===== config.mk =====
export PLATFORM = sky130hd
export DESIGN_NAME = geo_rec_builder
export DESIGN_NICKNAME = d
export VERILOG_FILES = /design/src/rtl/geo_rec_pkg.sv /design/src/rtl/geo_rec_cfgchk.sv /design/src/rtl/geo_rec_store.sv /design/src/rtl/geo_rec_ctrl.sv /design/src/rtl/geo_rec_builder.sv
export SDC_FILE = /design/constraint.sdc
export NUM_CORES = 2
export LEC_CHECK = 0
export BUFFER_PORTS_ARGS = -buffer_cell sky130_fd_sc_hd__buf_4
export CAP_MARGIN = 20
export CORE_AREA = 2 2 660 662
export DETAILED_ROUTE_END_ITERATION = 16
export DIE_AREA = 0 0 662 664
export HOLD_SLACK_MARGIN = 0.08
export PLACE_DENSITY_LB_ADDON = 0.3
export RECOVER_POWER = 100
export REMOVE_ABC_BUFFERS = 1
export SYNTH_ARGS = -nofsm -noshare
export SYNTH_HDL_FRONTEND = slang
export SYNTH_SLANG_ARGS = --single-unit
export TNS_END_PERCENT = 1

===== constraint.sdc =====
create_clock -name clk -period 4.4 [get_ports clk]
set_clock_uncertainty 0.2 [all_clocks]
set_input_delay 0.88 -clock clk [delete_from_list [all_inputs] [get_ports clk]]
set_output_delay 0.88 -clock clk [all_outputs]
set_load 0.02 [all_outputs]

===== src/rtl/geo_rec_pkg.sv =====
package geo_rec_pkg;
    localparam int unsigned DEF_ATTR_W = 96;
    localparam int unsigned DEF_CNT_W  = 4;
    localparam int unsigned DEF_IDX_W  = 16;

    localparam int unsigned COMP_W = 24;
    typedef logic [COMP_W-1:0] comp_t;
endpackage


===== src/rtl/geo_rec_cfgchk.sv =====
module geo_rec_cfgchk #(
    parameter int unsigned CNT_W = geo_rec_pkg::DEF_CNT_W
) (
    input  logic             clk,
    input  logic             rst_n,
    input  logic [CNT_W-1:0] vtx_a_m1,
    input  logic [CNT_W-1:0] vtx_b_m1,
    output logic             err_cfg
);
    logic mism_d, mism_q;

    always_comb begin
        mism_d = (vtx_a_m1 != vtx_b_m1);
    end

    always_ff @(posedge clk or negedge rst_n) begin
        if (!rst_n) mism_q <= 1'b0;
        else        mism_q <= mism_d;
    end

    assign err_cfg = mism_q;
endmodule


===== src/rtl/geo_rec_store.sv =====
module geo_rec_store #(
    parameter int unsigned ATTR_W = geo_rec_pkg::DEF_ATTR_W,
    parameter int unsigned CNT_W  = geo_rec_pkg::DEF_CNT_W
) (
    input  logic                      clk,
    input  logic                      rst_n,
    input  logic                      wr_en,
    input  logic [CNT_W-1:0]          wr_idx,
    input  logic [ATTR_W-1:0]         wr_data,
    output logic [(1<<CNT_W)*ATTR_W-1:0] record
);
    localparam int unsigned SLOTS = 1 << CNT_W;

    logic [ATTR_W-1:0] slot_d [SLOTS];
    logic [ATTR_W-1:0] slot_q [SLOTS];

    for (genvar i = 0; i < SLOTS; i++) begin : g_slot
        always_comb begin
            slot_d[i] = slot_q[i];
            if (wr_en && (wr_idx == CNT_W'(i))) slot_d[i] = wr_data;
        end

        always_ff @(posedge clk or negedge rst_n) begin
            if (!rst_n) slot_q[i] <= '0;
            else        slot_q[i] <= slot_d[i];
        end

        assign record[i*ATTR_W +: ATTR_W] = slot_q[i];
    end
endmodule


===== src/rtl/geo_rec_ctrl.sv =====
module geo_rec_ctrl #(
    parameter int unsigned CNT_W = geo_rec_pkg::DEF_CNT_W,
    parameter int unsigned IDX_W = geo_rec_pkg::DEF_IDX_W
) (
    input  logic             clk,
    input  logic             rst_n,
    input  logic             batch_start,
    input  logic [CNT_W-1:0] geo_m1,
    input  logic [CNT_W-1:0] vtx_m1,
    input  logic             attr_valid,
    input  logic [IDX_W-1:0] vtx_index,
    output logic             attr_ready,
    output logic             wr_en,
    output logic [CNT_W-1:0] wr_idx,
    output logic             launch_valid,
    input  logic             launch_ready,
    output logic             launch_flag,
    output logic             err_ovf
);
    localparam int unsigned FILL_W = CNT_W + 1;

    typedef struct packed {
        logic [FILL_W-1:0] fill;
        logic [CNT_W-1:0]  vpos;
        logic              pend;
        logic              sticky;
        logic              flag;
        logic              ovf;
    } ctrl_st_t;

    ctrl_st_t st_d, st_q;

    logic [FILL_W-1:0] geo_cnt;
    logic [FILL_W-1:0] base_fill;
    logic [FILL_W-1:0] fill_nx;
    logic [CNT_W-1:0]  base_vpos;
    logic              base_sticky;
    logic              fire;
    logic              room;
    logic              vtx_end;
    logic              sticky_nx;

    always_comb begin
        st_d        = st_q;
        st_d.ovf    = 1'b0;
        wr_en       = 1'b0;
        geo_cnt     = {1'b0, geo_m1} + FILL_W'(1);
        fire        = attr_valid && !st_q.pend;
        // batch start acts before a same-cycle attribute
        base_fill   = batch_start ? '0   : st_q.fill;
        base_vpos   = batch_start ? '0   : st_q.vpos;
        base_sticky = batch_start ? 1'b0 : st_q.sticky;
        wr_idx      = base_fill[CNT_W-1:0];
        room        = base_fill < geo_cnt;
        vtx_end     = base_vpos == vtx_m1;
        fill_nx     = base_fill;
        sticky_nx   = base_sticky | (vtx_index != '0);

        st_d.fill   = base_fill;
        st_d.vpos   = base_vpos;
        st_d.sticky = base_sticky;

        if (st_q.pend && launch_ready) st_d.pend = 1'b0;

        if (fire) begin
            if (room) begin
                wr_en   = 1'b1;
                fill_nx = base_fill + FILL_W'(1);
            end else begin
                st_d.ovf = 1'b1;
            end
            st_d.vpos = vtx_end ? '0 : base_vpos + CNT_W'(1);
            if (vtx_end && (fill_nx >= geo_cnt)) begin
                st_d.pend   = 1'b1;
                st_d.fill   = '0;
                st_d.sticky = sticky_nx;
                st_d.flag   = sticky_nx;
            end else begin
                st_d.fill = fill_nx;
            end
        end
    end

    always_ff @(posedge clk or negedge rst_n) begin
        if (!rst_n) st_q <= '0;
        else        st_q <= st_d;
    end

    assign attr_ready   = !st_q.pend;
    assign launch_valid = st_q.pend;
    assign launch_flag  = st_q.flag;
    assign err_ovf      = st_q.ovf;
endmodule


===== src/rtl/geo_rec_builder.sv =====
module geo_rec_builder #(
    parameter int unsigned ATTR_W = geo_rec_pkg::DEF_ATTR_W,
    parameter int unsigned CNT_W  = geo_rec_pkg::DEF_CNT_W,
    parameter int unsigned IDX_W  = geo_rec_pkg::DEF_IDX_W,
    localparam int unsigned SLOTS = 1 << CNT_W
) (
    input  logic                    clk,
    input  logic                    rst_n,
    input  logic [CNT_W-1:0]        cfg_geo_m1,
    input  logic [CNT_W-1:0]        cfg_vtx_a_m1,
    input  logic [CNT_W-1:0]        cfg_vtx_b_m1,
    input  logic                    batch_start,
    input  logic                    attr_valid,
    input  logic [ATTR_W-1:0]       attr_data,
    input  logic [IDX_W-1:0]        vtx_index,
    output logic                    attr_ready,
    output logic                    launch_valid,
    input  logic                    launch_ready,
    output logic                    launch_flag,
    output logic [SLOTS*ATTR_W-1:0] record,
    output logic                    err_ovf,
    output logic                    err_cfg
);
    logic             wr_en;
    logic [CNT_W-1:0] wr_idx;

    geo_rec_ctrl #(.CNT_W(CNT_W), .IDX_W(IDX_W)) u_ctrl (
        .clk          (clk),
        .rst_n        (rst_n),
        .batch_start  (batch_start),
        .geo_m1       (cfg_geo_m1),
        .vtx_m1       (cfg_vtx_a_m1),
        .attr_valid   (attr_valid),
        .vtx_index    (vtx_index),
        .attr_ready   (attr_ready),
        .wr_en        (wr_en),
        .wr_idx       (wr_idx),
        .launch_valid (launch_valid),
        .launch_ready (launch_ready),
        .launch_flag  (launch_flag),
        .err_ovf      (err_ovf)
    );

    geo_rec_store #(.ATTR_W(ATTR_W), .CNT_W(CNT_W)) u_store (
        .clk     (clk),
        .rst_n   (rst_n),
        .wr_en   (wr_en),
        .wr_idx  (wr_idx),
        .wr_data (attr_data),
        .record  (record)
    );

    geo_rec_cfgchk #(.CNT_W(CNT_W)) u_cfg (
        .clk      (clk),
        .rst_n    (rst_n),
        .vtx_a_m1 (cfg_vtx_a_m1),
        .vtx_b_m1 (cfg_vtx_b_m1),
        .err_cfg  (err_cfg)
    );
endmodule


After elaboration in Yosys (flattened, before gate mapping)

Index checks and enable logic that the tools add are counted.

Output and inout bits: 1541
Logic and storage cells: 82
Input bits: 129
Memories kept: 0
Latch bits: 0
Bits in registers: 1550
Bits in read-only memories: 0
RAM bits: 0

Equal/unequal tests: 17
Add/sub/neg operators: 3
Shifts and indexed selects: 0
$lt $le $gt $ge: 2
Reductions and logical operators: 23
Bitwise logic cells: 1
Div/mod/pow operators: 0
Multiplexer cells: 13
Multiply operators: 0

Operator list:

| cell                                                | number |
|---|---|
| equality test 4 bit, second input constant          | 8 |
| two-way mux 5 bit                                   | 4 |
| logical AND 1 bit                                   | 19 |
| equality test 4 x 3 -> 1 bit, second input constant | 4 |
| nonzero test 16 bit                                 | 1 |
| two-way mux 13 bit                                  | 1 |
| equality test 4 x 2 -> 1 bit, second input constant | 2 |
| two-way mux 4 bit                                   | 2 |
| adder 4 x 1 -> 5 bit, second input constant         | 1 |
| adder 5 x 1 -> 5 bit, second input constant         | 1 |
| >= comparator 5 bit                                 | 1 |
| < comparator 5 bit                                  | 1 |
| two-way mux 1 bit                                   | 5 |
| adder 4 x 1 -> 4 bit, second input constant         | 1 |
| equality test 4 x 1 -> 1 bit, second input constant | 1 |
| equality test 4 bit                                 | 1 |
| zero test 4 bit                                     | 1 |
| inequality test 4 bit                               | 1 |
| two-way mux 3 bit                                   | 1 |
| AND reduction 2 bit                                 | 1 |
| zero test 1 bit                                     | 1 |
| OR 1 bit                                            | 1 |

Logic depth before layout (Yosys ltp)

Word-level depth: 8
Gate-level depth with buffers: 19
Mapped depth without buffers: 15

Hierarchy

From an unflattened synthesis, not the netlist that was laid out.

Cell total of the unflattened synthesis: 3515
Area total of the unflattened synthesis: 58817.7 um^2

Modules (own cells, without submodules):

| module         | times used | cells each | seq. area each (um^2) | area each (um^2) |
|---|---|---|---|---|
| geo_rec_store  | 1          | 3356       | 38436.9               | 57491.4 |
| geo_rec_ctrl   | 1          | 153        | 325.3                 | 1260.0 |
| geo_rec_cfgchk | 1          | 6          | 25.0                  | 66.3 |

Worst setup path after synthesis

Ideal clock, no wire load.

Path type: input to register
From: input port batch_start
To: register u_ctrl.st_q, in the netlist u_ctrl.launch_valid
Path slack: -470 ps
Buffers on the path: 4
Library setup time: 141 ps
Arrival time: 4529 ps
Data required time: 4059 ps
Stages: 19
Cell sequence: buf_2 clkbuf_1 nand2b_1 inv_1 ha_1 a21bo_1 a311o_1 and3_1 buf_6 buf_4 xnor2_1 ha_1 nand2b_1 a211oi_1 nor4b_1 and3_1 o31a_1 o21ai_0 o21ai_0

RTL lines:

| element              | RTL line              | text |
|---|---|---|
| start, declared      | geo_rec_builder.sv:12 | `input logic batch_start,` |
| end signal, assigned | geo_rec_ctrl.sv:86    | `else st_q <= st_d;` |
| end, declared        | geo_rec_ctrl.sv:31    | `ctrl_st_t st_d, st_q;` |

Final worst setup path

From: input port batch_start
To: register u_store.slot_q, in the netlist u_store.record[1167]

Word-level cells in the longest chain between the ends: 5
Elaborated cells between the ends (all ways): 6
Those cells by class: 1 x order compare; 1 x eq/ne; 3 x mux; 1 x reduce/logical

RTL lines:

| element                       | RTL line            | text |
|---|---|---|
| two-way mux 5 bit (*)         | geo_rec_ctrl.sv:50  | `base_fill = batch_start ? '0 : st_q.fill;` |
| < comparator 5 bit            | geo_rec_ctrl.sv:54  | `room = base_fill < geo_cnt;` |
| two-way mux 1 bit             | geo_rec_ctrl.sv:66  | `if (room) begin` |
| two-way mux 1 bit             | geo_rec_ctrl.sv:65  | `if (fire) begin` |
| logical AND 1 bit (*)         | geo_rec_store.sv:20 | `if (wr_en && (wr_idx == CNT_W'(i))) slot_d[i] = wr_data;` |
| end signal, assigned by index | geo_rec_store.sv:25 | `else slot_q[i] <= slot_d[i];` |
| end, declared                 | geo_rec_store.sv:15 | `logic [ATTR_W-1:0] slot_q [SLOTS];` |

Mark *: on every way between the ends. The rest lies on a longest branch, timed or not.
A chain may end at the register's enable or synchronous reset.

==> flow_summary.ini <==
[timing]
fmax_mhz = 234
final.setup.worst_slack_ns = 0.120
setup_viol = 0
hold_viol = 0
post-route-period-util_pct = 97.3
worst_slew_pin_slew_ns = 2.65
tns_ns = 0
finalWorstPathRequiredPeriod_ns = 4.28
relSlewSlack_pct = -76.6
rsz0062_at_grt = no
drv_slew = 873

[setup_path]
cp_common_cell = buf_4
critical-path-top-delay-family = buffers and inverters
cp_max_fo = 16
path_cells = dlygate4sd3_1, clkbuf_1, nand2b_1, inv_1, ha_1, a21bo_1, a311o_1, and3_1, buf_4, buf_4, nand4_1, buf_12, buf_2, mux2_2
rrSetupSlack_ns = 0.49
worst-path-buf-inv = 7
critPathCaptureType = flop
critical_path_class = in2reg
cp_data_required_time_ns = 4.93
critPathMaxStageDelay_ns = 0.61
r2r-start = u_ctrl.st_q[12]
cpMaxStageDelayCell = buf_2
worstPathArrival_ns = 4.81
reg2reg_depth = 12
worstReg2RegEnd = u_store.record[1167]
crit_path_start_kind = input pin

[drt]
avgViaCountPerCell = 3.45
dr.pass1.iters = 5
num_vias = 38802
drc = 0
wl_per_cell_microns = 24.4
drt_iter0_drc = 1754
wl_microns = 274000
ant_nets = 0

[logic_synthesis]
ys_seq_area_share_pct = 66.2
synth-seq-cells = 1550
synth_area_sq_um = 58500
yosysWarnings = 0
netlist_instances = 3498
syn_avg_cell_area_sq_um = 16.7
synthDistinctLibCells = 53

[final_layout]
area_growth_pct = 35.8
final-seq-area_sq_um = 38800
multiInputGateArea_sq_um = 18400
n_fill_cell = 47949
nets = 5480
drive_above_1_share_pct = 35.7

[hold_path]
min_from = attr_data[62]
hold_path_depth = 2
min_to = u_store.record[350]
hold_class = in2reg

[place]
gp_congestion = 0.794
io_buffers = 1669
place_ws_ns = -0.218
hpwl_microns = 200000

[clock_tree]
clk_latency_ns = 0.89
clockBufferDepth = 4
cts_buffers = 193
cts_tree = done
cts_num_sinks = 1550
post-cts-setup-buffers = 0
htree_num_levels = 4
cts-root-buf = clkbuf_16
clkTransAtPathRegs_ns = 0.06

[power_and_ir_drop]
vdd_drop_max_uv = 307
power_density_nw_per_um2 = 506
p_leak_nw = 36.9

[global_routing]
grt_first_pass_wirelength_microns = 365000
track_usage_pct = 11.9
overflow = 0
first_global_vias = 40550
antenna_found_initial = 55
grt_max_degree = 106

[floorplanning]
core-area_sq_um = 433000
dieWidth_microns = 662
start_util_pct = 13.5
dieArea_sq_um = 440000
num_rows = 242
ios = 1670
die_y_microns = 664

[run_status]
violations = max-capacitance violations, max-slew violations
status = complete, but fails checks

[job]
maxCapViolations = 12
[placed cells by master, fill, tap and decap left out, types with 7 or more instances in the layout]
cell | synthesis | layout
ha_1 | 11 | 11
clkbuf_4 | 0 | 20
dlygate4sd3_1 | 0 | 7
mux2_2 | 1376 | 1375
buf_12 | 0 | 37
clkbuf_16 | 0 | 195
o21ai_0 | 12 | 12
nand4_1 | 9 | 11
clkinv_2 | 0 | 24
inv_6 | 0 | 8
clkbuf_1 | 100 | 1674
clkbuf_2 | 1 | 42
buf_4 | 35 | 165
diode_2 | 0 | 21
nor2_1 | 11 | 11
nand2_1 | 7 | 7
bufinv_16 | 0 | 13
xnor2_1 | 13 | 13
dfrtp_1 | 1550 | 1550
inv_1 | 9 | 9
clkinvlp_4 | 0 | 7
mux2_1 | 160 | 161
clkbuf_8 | 0 | 40
[cell families (layout without fill, tap and decap cells)]
kind of cell / count (synthesis) / after routing / synth area share (%)
AND/OR/NAND/NOR: 74 / 74 / 0.765
AO/OA/AOI/OAI: 37 / 37 / 0.464
buffers and inverters: 275 / 2262 / 2.52
flip-flops: 1550 / 1550 / 66.2
other: 0 / 21 / 0
adder cells (fa/ha/maj): 11 / 11 / 0.235
multiplexers: 1537 / 1537 / 29.6
XOR/XNOR: 14 / 14 / 0.209
[cells in the mapped netlist (all sizes together)]
master	n	area, sq um
xor2	1	8.76
and3	5	31.3
a31o	2	17.5
nor4bb	1	10.0
o2bb2ai	1	8.76
or3	1	6.26
nor4b	1	8.76
inv	9	33.8
a41oi	1	8.76
o32ai	1	8.76
nand4b	1	8.76
a211oi	2	15.0
a32o	1	10.0
nor2	11	41.3
o21bai	1	18.8
a22o	1	8.76
and2	4	25.0
nor4	4	25.0
and4b	1	10.0
nand4	13	106
a2111oi	1	8.76
nand2	11	51.3
a31oi	1	6.26
clkbuf	101	380
o31a	1	8.76
mux2i	1	10.0
nor3	1	5.00
o32a	1	10.0
o31ai	2	15.0
xnor2	13	114
a311o	1	10.0
dfrtp	1550	38800
and2b	1	7.51
buf	165	1060
a211o	2	17.5
ha	11	138
nor2b	7	43.8
o21ai	13	65.1
mux2	1536	17300
a21bo	1	10.0
a21oi	4	23.8
nand3	6	30.0
nand2b	6	37.5
[layer usage]
metal | track usage [%] | routed length (microns) | vias to the layer above
li1 | - | - | 16107
met1 | 13.9 | 107000 | 20865
met2 | 21.2 | 137000 | 1477
met3 | 3.49 | 21000 | 353
met4 | 3.01 | 8210 | 0
met5 | 0 | 0 | -
[what timing repair did]
action                    4_1_cts  5_1_grt
hold endpoints to repair       51        0
hold buffers                    7        0
resized for setup               0        0
[cell type report]
type / count / share of cell area (%)
Sequential cell: 1550 / 48.8
Multi-Input combinational cell: 1673 / 23.1
Timing Repair Buffer: 1913 / 10.8
Tap cell: 5734 / 9.02
Clock buffer: 274 / 7.02
Clock inverter: 66 / 1.13
Antenna cell: 21 / 0.0661
Inverter: 9 / 0.0425
[metrics by stage]
stage	instances	util [%]	hold slack, ns	total power, mW	area, sq um
finish	11240	18.4	0.237	40.3	79500
global route	11226	18.4	0.147	42.0	79500
CTS	11219	20.0	0.105	42.6	86400
detailed placement	10872	18.4	0.279	25.9	79800
global placement	10872	18.4	0.276	25.8	79800
floorplan	3232	-	0.253	20.9	57100
[report_power, final]
| part | total, mW | switching (mW) | leakage, nW | internal (mW) |
|---|---|---|---|---|
| clock network | 16.3 | 6.67 | 3.16 | 9.62 |
| logic | 7.08 | 4.97 | 12.8 | 2.11 |
| registers | 16.9 | 0.920 | 21.0 | 16.0 |
| total | 40.3 | 12.6 | 36.9 | 27.7 |
[sequential cells by signal, indices dropped and copies added, names as in the netlist]
signal               flops
u_ctrl.launch_flag       1
u_ctrl.err_ovf           1
u_store.record        1536
u_ctrl.st_q             10
u_ctrl.launch_valid      1
u_cfg.err_cfg            1
[worst max path at each step]
stage / startpoint / end / depth (start not counted)
6_report: batch_start / u_store.record[1167] / 14
5_1_grt: batch_start / u_store.record[12] / 14
4_1_cts: batch_start / u_ctrl.st_q[2] / 18
3_5_place_dp: cfg_geo_m1[0] / u_ctrl.st_q[2] / 18
3_3_place_gp: cfg_geo_m1[0] / u_ctrl.st_q[2] / 18
2_1_floorplan: cfg_geo_m1[0] / u_store.record[1152] / 8
No activity file was read; power rests on OpenSTA's default activity.
